<file path="config.mk">
export PLATFORM = sky130hd
export DESIGN_NAME = satv_alu
export DESIGN_NICKNAME = d
export VERILOG_FILES = /design/src/rtl/satv_pkg.sv /design/src/rtl/satv_lane.sv /design/src/rtl/satv_bank.sv /design/src/rtl/satv_alu.sv
export SDC_FILE = /design/constraint.sdc
export NUM_CORES = 2
export LEC_CHECK = 0
export BUFFER_PORTS_ARGS = -buffer_cell sky130_fd_sc_hd__buf_2
export CAP_MARGIN = 10
export CORE_MARGIN = 3
export CORE_UTILIZATION = 50
export CTS_CLUSTER_SIZE = 25
export DETAILED_ROUTE_END_ITERATION = 12
export HOLD_SLACK_MARGIN = 0.15
export PLACE_DENSITY = 0.71
export SYNTH_ARGS = -nofsm -noshare
export SYNTH_HDL_FRONTEND = slang
export SYNTH_SLANG_ARGS = --single-unit
</file>
<file path="constraint.sdc">
create_clock -name clk_i -period 17 [get_ports clk_i]
set_clock_uncertainty 0.2 [all_clocks]
set_input_delay 0.85 -clock clk_i [delete_from_list [all_inputs] [get_ports clk_i]]
set_output_delay 0.85 -clock clk_i [all_outputs]
set_load 0.05 [all_outputs]
</file>
<file path="src/rtl/satv_pkg.sv">
package satv_pkg;
  // Number of selectable lane widths (8 << code).
  localparam int SIZE_CODES = 4;

  // Operation codes on op_i.
  localparam logic [1:0] OPC_ADD = 2'b00;
  localparam logic [1:0] OPC_SUB = 2'b01;

  function automatic int lane_width(input int code);
    return 8 << code;
  endfunction
endpackage

</file>
<file path="src/rtl/satv_lane.sv">
module satv_lane #(
  parameter int W = 8
) (
  input  logic [W-1:0] a_i,
  input  logic [W-1:0] b_i,
  input  logic [W-1:0] d_i,
  input  logic         is_sub_i,
  input  logic         is_acc_i,
  input  logic         signed_i,
  output logic [W-1:0] res_o,
  output logic         sat_o
);
  localparam int XW = W + 2;

  logic [W-1:0]         x_raw, y_raw;
  logic                 x_sx, y_sx;
  logic signed [XW-1:0] x_ext, y_ext, sum, hi_lim, lo_lim;
  logic                 over, under;

  always_comb begin
    // Accumulate: destination plus addend of opposite signedness.
    x_raw  = is_acc_i ? d_i : a_i;
    y_raw  = is_acc_i ? a_i : b_i;
    x_sx   = signed_i & x_raw[W-1];
    y_sx   = (is_acc_i ? ~signed_i : signed_i) & y_raw[W-1];
    x_ext  = $signed({{2{x_sx}}, x_raw});
    y_ext  = $signed({{2{y_sx}}, y_raw});
    sum    = is_sub_i ? (x_ext - y_ext) : (x_ext + y_ext);
    hi_lim = signed_i ? $signed({3'b000, {(W-1){1'b1}}}) : $signed({2'b00, {W{1'b1}}});
    lo_lim = signed_i ? $signed({3'b111, {(W-1){1'b0}}}) : '0;
    over   = sum > hi_lim;
    under  = sum < lo_lim;
    if (over)       res_o = hi_lim[W-1:0];
    else if (under) res_o = lo_lim[W-1:0];
    else            res_o = sum[W-1:0];
    sat_o  = over | under;
  end
endmodule

</file>
<file path="src/rtl/satv_bank.sv">
module satv_bank #(
  parameter int VEC_W = 128,
  parameter int W     = 8
) (
  input  logic [VEC_W-1:0] a_i,
  input  logic [VEC_W-1:0] b_i,
  input  logic [VEC_W-1:0] d_i,
  input  logic             is_sub_i,
  input  logic             is_acc_i,
  input  logic             signed_i,
  input  logic             scalar_i,
  input  logic             half_i,
  output logic [VEC_W-1:0] res_o,
  output logic             sat_o
);
  localparam int LANES      = VEC_W / W;
  localparam int HALF_LANES = (LANES / 2 > 0) ? LANES / 2 : 1;

  logic [LANES-1:0] lane_sat;
  logic [LANES-1:0] lane_act;

  for (genvar g = 0; g < LANES; g++) begin : g_lane
    logic [W-1:0] r;
    satv_lane #(.W(W)) u_lane (
      .a_i      (a_i[g*W +: W]),
      .b_i      (b_i[g*W +: W]),
      .d_i      (d_i[g*W +: W]),
      .is_sub_i (is_sub_i),
      .is_acc_i (is_acc_i),
      .signed_i (signed_i),
      .res_o    (r),
      .sat_o    (lane_sat[g])
    );
    assign lane_act[g] = scalar_i ? (g == 0) : (half_i ? (g < HALF_LANES) : 1'b1);
    assign res_o[g*W +: W] = lane_act[g] ? r : '0;
  end

  assign sat_o = |(lane_sat & lane_act);
endmodule

</file>
<file path="src/rtl/satv_alu.sv">
module satv_alu
  import satv_pkg::*;
#(
  parameter int VEC_W    = 128,
  parameter int STATUS_W = 32,
  parameter int SAT_BIT  = 27
) (
  input  logic                clk_i,
  input  logic                rst_ni,
  input  logic                start_i,
  input  logic [1:0]          size_i,
  input  logic [1:0]          op_i,
  input  logic                signed_i,
  input  logic                scalar_i,
  input  logic                half_i,
  input  logic [VEC_W-1:0]    a_i,
  input  logic [VEC_W-1:0]    b_i,
  input  logic [VEC_W-1:0]    d_i,
  output logic [VEC_W-1:0]    result_o,
  output logic                valid_o,
  output logic [STATUS_W-1:0] status_o
);
  localparam int HALF_W = VEC_W / 2;

  logic                  is_sub, is_acc;
  logic [VEC_W-1:0]      bank_res [SIZE_CODES];
  logic [SIZE_CODES-1:0] bank_sat;
  logic [VEC_W-1:0]      sel_res;
  logic                  sel_sat;
  logic [VEC_W-1:0]      res_q;
  logic                  valid_q, sticky_q;

  assign is_acc = op_i[1];
  assign is_sub = (op_i == OPC_SUB);

  // One bank of lanes per element width; size_i picks the bank.
  for (genvar s = 0; s < SIZE_CODES; s++) begin : g_size
    satv_bank #(.VEC_W(VEC_W), .W(lane_width(s))) u_bank (
      .a_i      (a_i),
      .b_i      (b_i),
      .d_i      (d_i),
      .is_sub_i (is_sub),
      .is_acc_i (is_acc),
      .signed_i (signed_i),
      .scalar_i (scalar_i),
      .half_i   (half_i),
      .res_o    (bank_res[s]),
      .sat_o    (bank_sat[s])
    );
  end

  assign sel_res = bank_res[size_i];
  assign sel_sat = bank_sat[size_i];

  always_ff @(posedge clk_i) begin
    if (!rst_ni) begin
      res_q    <= '0;
      valid_q  <= 1'b0;
      sticky_q <= 1'b0;
    end else begin
      valid_q <= start_i;
      if (start_i) res_q <= sel_res;
      if (start_i && sel_sat) sticky_q <= 1'b1;
    end
  end

  always_comb begin
    status_o          = '0;
    status_o[SAT_BIT] = sticky_q;
  end

  assign result_o = res_q;
  assign valid_o  = valid_q;

  AST_VALID_FOLLOWS_START: assert property (@(posedge clk_i) disable iff (!rst_ni)
    start_i |=> valid_o);
  AST_NO_STRAY_VALID: assert property (@(posedge clk_i) disable iff (!rst_ni)
    !start_i |=> !valid_o);
  AST_RESULT_HELD: assert property (@(posedge clk_i) disable iff (!rst_ni)
    !start_i |=> $stable(result_o));
  AST_STICKY_KEPT: assert property (@(posedge clk_i) disable iff (!rst_ni)
    status_o[SAT_BIT] |=> status_o[SAT_BIT]);
  AST_STICKY_CAUSE: assert property (@(posedge clk_i) disable iff (!rst_ni)
    $rose(status_o[SAT_BIT]) |-> $past(start_i));
  AST_SCALAR_UPPER_ZERO: assert property (@(posedge clk_i) disable iff (!rst_ni)
    (valid_o && $past(scalar_i)) |-> (result_o[VEC_W-1:HALF_W] == '0));
  AST_HALF_UPPER_ZERO: assert property (@(posedge clk_i) disable iff (!rst_ni)
    (valid_o && $past(half_i)) |-> (result_o[VEC_W-1:HALF_W] == '0));
endmodule

</file>
Yosys cells after proc, flatten, opt, wreduce, memory -nomap -nowiden
Index checks and enable logic that the tools add are counted.

word-level totals
  bits of input ports = 394
  flip-flop bits (word level) = 130

cells by class
  multiplexer cells = 193
  order comparisons = 62
  add/sub/neg operators = 60
  reductions and logical operators = 5
  bitwise operators = 96
  equality and inequality tests = 1

operators by type and width
  cell                                      number
  2-to-1 mux 16 bit                         40
  2-to-1 mux 32 bit                         20
  2-to-1 mux 64 bit                         10
  2-to-1 mux 8 bit                          80
  binary-select mux 128 bit (select 2 bit)  1
  2-to-1 mux 128 bit                        2
  2-to-1 mux 66 bit                         3
  2-to-1 mux 10 bit                         17
  2-to-1 mux 34 bit                         5
  2-to-1 mux 18 bit                         9
  adder 9 x 9 -> 10 bit                     16
  < comparator 10 bit                       16
  subtractor 9 x 9 -> 10 bit                16
  greater-than comparator 10 bit            15
  adder 17 x 17 -> 18 bit                   8
  < comparator 18 bit                       8
  subtractor 17 x 17 -> 18 bit              8
  adder 33 x 33 -> 34 bit                   4
  < comparator 34 bit                       4
  subtractor 33 x 33 -> 34 bit              4
  adder 65 x 65 -> 66 bit                   2
  greater-than comparator 66 x 65 -> 1 bit  2
  < comparator 66 bit                       2
  subtractor 65 x 65 -> 66 bit              2
  other kinds (23)                          123

Logic depth before layout (Yosys ltp)
  depth in word-level cells = 12
  gate-level depth with buffers = 52
  gate-level depth less buffers = 33

By module
From an unflattened synthesis, not the netlist that was laid out.

second synthesis, totals
  cells, all modules = 10996
  area total of the unflattened synthesis = 80114.3 sq um

by module, submodules not included
  module                                             area each (sq um)  instances  cells an instance
  satv_lane (g_size[0].u_bank.g_lane[0].u_lane ...)  1098.6             16         144
  satv_lane (g_size[2].u_bank.g_lane[0].u_lane ...)  4150.2             3          598
  satv_lane (g_size[1].u_bank.g_lane[0].u_lane ...)  2078.2             5          295
  satv_lane (g_size[3].u_bank.g_lane[1].u_lane)      9054.9             1          1369
  satv_lane (g_size[3].u_bank.g_lane[0].u_lane)      8469.4             1          1236
  satv_alu                                           8112.8             1          767
  satv_lane (g_size[2].u_bank.g_lane[3].u_lane)      4370.4             1          630
  satv_lane (g_size[1].u_bank.g_lane[3].u_lane)      2293.4             1          315
  satv_lane (g_size[1].u_bank.g_lane[2].u_lane)      2270.9             1          323
  satv_lane (g_size[1].u_bank.g_lane[1].u_lane)      2209.6             1          329
  satv_bank (g_size[0].u_bank)                       917.1              1          142
  satv_bank (g_size[1].u_bank)                       788.3              1          129
  satv_bank (g_size[2].u_bank)                       726.9              1          110
  satv_bank (g_size[3].u_bank)                       481.7              1          73

Worst setup path before layout
Ideal clock, no wire load.

  path type = input to register
  start point = in op_i[1]
  end point = reg res_q[64] (netlist: result_o[64])
  stages on the path = 52
  buffers on the path = 20
  arrival = 11.237 ns
  path slack = 5.439 ns
  required time = 16.675 ns
  cells stage by stage = buf_2 buf_2 buf_2 buf_2 buf_2 buf_2 buf_2 buf_2 buf_2 buf_2 buf_2 buf_2 buf_2 buf_2 buf_2 buf_2 mux2i_1 ha_1 [... 16 more ...] o31a_1 o22ai_1 o21bai_1 a21oi_1 xor2_1 inv_1 ha_1 o311a_1 o211ai_1 or4_1 nor4_1 nand4b_1 and2_1 buf_6 o311a_4 buf_6 o21bai_1 a21oi_1

between the ends
  word-level cells in the longest chain between the ends = 11

RTL lines
  what                                                       line                              source
  start: declaration                                         satv_alu.sv:12                    input logic [1:0] op_i,
  2-to-1 mux 64 bit (tied with other cells)                  satv_lane.sv:22                   x_raw = is_acc_i ? d_i : a_i;
  bitwise AND 1 bit, on equally long branches                satv_lane.sv:24, satv_lane.sv:25
  adder 65 x 65 -> 66 bit (tied with other cells)            satv_lane.sv:28                   sum = is_sub_i ? (x_ext - y_ext) : (x_ext + y_ext);
  2-to-1 mux 66 bit (tied with other cells)                  satv_lane.sv:28
  < comparator 66 bit (tied with other cells)                satv_lane.sv:32                   under = sum < lo_lim;
  2-to-1 mux 64 bit (tied with other cells)                  satv_lane.sv:34                   else if (under) res_o = lo_lim[W-1:0];
  2-to-1 mux 64 bit (tied with other cells)                  satv_lane.sv:33                   if (over) res_o = hi_lim[W-1:0];
  2-to-1 mux 64 bit (tied with other cells)                  satv_bank.sv:35                   assign res_o[g*W +: W] = lane_act[g] ? r : '0;
  binary-select mux 128 bit (select 2 bit) (*)               satv_alu.sv:52                    assign sel_res = bank_res[size_i];
  2-to-1 mux 128 bit (implied by the code) (*) (2 in a row)  satv_alu.sv:52
  end signal: assignment                                     satv_alu.sv:62                    if (start_i) res_q <= sel_res;
  end: declaration                                           satv_alu.sv:30                    logic [VEC_W-1:0] res_q;

Mark *: on every way between the ends. The rest lies on a longest branch, timed or not. The select of a mux whose other input is x is not followed.
A chain may end at the register's enable or synchronous reset.

Final worst setup path
  start point = in op_i[1]
  end point = reg res_q[88] (netlist: result_o[88])

The elaborated chain is that of the path after synthesis.

==> reports/results.tsv <==
stage	metric	value	unit
outcome	status	complete, no violations	
grt	grt_overflow	0	
worst_setup_path	cp.arrival	11.02	ns
detailed_routing	avgViaCountPerCell	6.83	
logic_synthesis	muxShareOfSynthArea	7.58	%
place	numPortBuffers	523	
cts	clock_latency	0.54	ns
cts	cts_sinks	130	
place	dp_hpwl	177000	um
finish	area_growth	9.53	%
logic_synthesis	synth_compound_area_share	30.6	%
logic_synthesis	yosys-top-cells-count	nand2_1 (585), a21oi_1 (572), o21ai_0 (549)	
logic_synthesis	synth.area.top_cells	ha_1 (14%), xnor2_1 (7.4%), a21oi_1 (6.6%)	
min_path	hold-path-cell-count	2	
logic_synthesis	syn_area_per_cell	6.90	sq um
logic_synthesis	synth_warnings	0	
grt	met1_usage	60.0	%
cts	clock-root-buffer	clkbuf_16	
place	routabilityCongestion	1.10	
logic_synthesis	yosysTopAreaCell	ha_1	
logic_synthesis	synth_ff_type	dfxtp_1	
worst_setup_path	worstSetupPathType	primary input to flop	
grt	grt_pass1_vias	48800	
logic_synthesis	ys_ff_latch	130	
grt	use_met2	68.7	%
cts	ctsHtreeMaxLevel	4	
logic_synthesis	synth_seq_area_share	6.04	%
grt	gr-usage-met3	10.4	%
detailed_routing	first_iter_violations	7058	
logic_synthesis	synth_top_family_by_area	compound AO/OA/AOI/OAI gates	
sta	period_share	63.7	%
sta	setup_viol	0	
sta	fmax	92.4	MHz
detailed_routing	drc	0	
grt	top_usage_layer	met2	
finish	utilization	55.4	%
sta	hold_viol_final	0	
grt	gr-usage-all-layers	45.9	%
die	dieArea	0.0898	sq mm
finish	fill_cells	8622	
sta	tightestPinTransition	1.34	ns
sta	slew_viol_final	0	
detailed_routing	routedWlPerCell	28.0	um
worst_setup_path	crit_path_max_fanout	88	
worst_setup_path	end_kind	flop	
detailed_routing	vias	53000	
die	ios	555	
logic_synthesis	synth_xor_area_share	12.3	%
die	rows	107	
die	dieWidth	300	um
logic_synthesis	async_flop_share	0	%
cts	cts_setup_buffers	0	
sta	max_slew_margin	10.6	%
die	core	0.0853	sq mm
cts	cts_resized	0	
detailed_routing	antenna_left	0	
job	cap_viol_max_count	0	
logic_synthesis	synth-simple-area-share	23.3	%
finish	drive_gt1_share	13.2	%
cts	cts_tree	yes	
detailed_routing	drt_first_pass_iters	9	
pwr	vdd_drop_max	90.1	uV
worst_setup_path	slowest_delay	0.85	ns
logic_synthesis	synthesis.area	0.0431	sq mm
sta	fin_crit	10.82	ns
worst_setup_path	slowest_stage	a21boi_0	
logic_synthesis	synthAdderAreaFrac	14.8	%
pwr	leakagePower	0.0205	uW
sta	rsz0062_at_grt	no	
cts	cts_hold_buf	0	
pwr	power.density	93.0	mW/mm^2
grt	grt_pass1_wl	314000	um
worst_setup_path	rr_worst_depth	3	
logic_synthesis	synthCells	6249	
die	initial_core_util	50.5	%
logic_synthesis	yosys.area.top_type_share	14.1	%
logic_synthesis	synth_cell_types	97	
finish	nets	7489	
min_path	hold_path.class	flop to flop	
logic_synthesis	synth_edf_count	0	
grt	grt_antenna_before_repair	7	
grt	grt_max_degree	100	
cts	clockBufferDepth	2	
cts	clk_pin_slew	0.09	ns
sta	finalSetupTns	0	ns
logic_synthesis	synth_most_common_cell	nand2_1	
die	fp.dieH	300	um
cts	cts_made_buffers	17	
worst_setup_path	startpoint_type	primary input	
detailed_routing	wirelength	217000	um
worst_setup_path	worst_ep_required_time	17.19	ns
==> state kept, by name (all words and copies together), names as in the netlist <==
name,flops
valid_o,1
result_o,128
sticky_q,1
==> per-layer routing <==
layer	vias to the layer above	wire, um
met5	-	52
met4	8	15400
met1	24800	85300
met3	799	26600
met2	3643	89700
li1	23800	-
==> power by group <==
part	switching (uW)	total [uW]	internal, uW
Combinational	2410	3580	1170
Clock	223	435	212
Sequential	34.7	378	343
Total	2670	4390	1730
==> per-stage QoR <==
step           power, uW  cell area, sq um  hold WS [ns]  setup slack, ns  instances
6_report            4390             47200         0.283             6.18       7756
5_1_grt             4620             47200         0.305             5.79       7750
4_1_cts             4240             47200         0.280             6.53       7749
3_5_place_dp        3790             46600         0.262             6.01       7717
3_3_place_gp        3770             46600         0.251             6.04       7717
2_1_floorplan       2720             43200         0.254             5.44       6279
==> critical path, delay by kind of cell <==
family | cells | cell delay (ns)
compound gates | 15 | 4.27
xor+xnor | 2 | 0.55
fa+ha+maj | 2 | 0.78
buf+inv | 5 | 1.60
simple gates | 9 | 2.80
==> cell type report <==
cell class,instances,area (sq um),area share [%]
multi-input cells,5596,38400,81.3
repair buffers,601,3250,6.88
flip-flops and latches,130,2600,5.51
well taps,1144,1430,3.03
inverters,247,930,1.97
clock buffers,17,425,0.901
clock inverters,15,188,0.397
diodes,6,15.0,0.0318
==> final timing paths <==
| kind | startpoint | endpoint | slack, ns |
|---|---|---|---|
| setup / recovery | op_i[1] | result_o[88] | 6.18 |
| hold / removal | result_o[84] | result_o[84] | 0.28 |
| setup reg to reg | result_o[63] | result_o[63] | 15.88 |
| hold reg to reg | result_o[84] | result_o[84] | 0.28 |
==> cell families after synthesis <==
group | count (synthesis)
AOI/OAI and AO/OA | 2082
xor gates and xnor gates | 606
adders and majority gates | 502
buffers and inverters | 553
DFF | 130
muxes | 310
other | 1
and+or+nand+nor | 2065
==> cell usage in the layout (no fill, tap or decap), types with 44 or more instances in the layout <==
| cell | n |
|---|---|
| a21o_1 | 135 |
| a21oi_1 | 572 |
| or3_1 | 70 |
| mux2_2 | 130 |
| nand2_1 | 584 |
| xor2_1 | 241 |
| a31oi_1 | 118 |
| nor3_1 | 183 |
| buf_2 | 519 |
| nand3_1 | 141 |
| o31ai_1 | 44 |
| and2_1 | 62 |
| a211oi_1 | 72 |
| nor4_1 | 44 |
| nand4_1 | 91 |
| mux2i_1 | 179 |
| nor2b_1 | 82 |
| o21a_1 | 68 |
| o21ai_0 | 549 |
| dfxtp_1 | 130 |
| buf_4 | 77 |
| ha_1 | 486 |
| o21bai_1 | 55 |
| inv_1 | 243 |
| xnor2_1 | 364 |
| o211ai_1 | 55 |
| or2_2 | 44 |
| nand2b_1 | 81 |
| nor2_1 | 503 |
(Power assumes the default switching activity.)
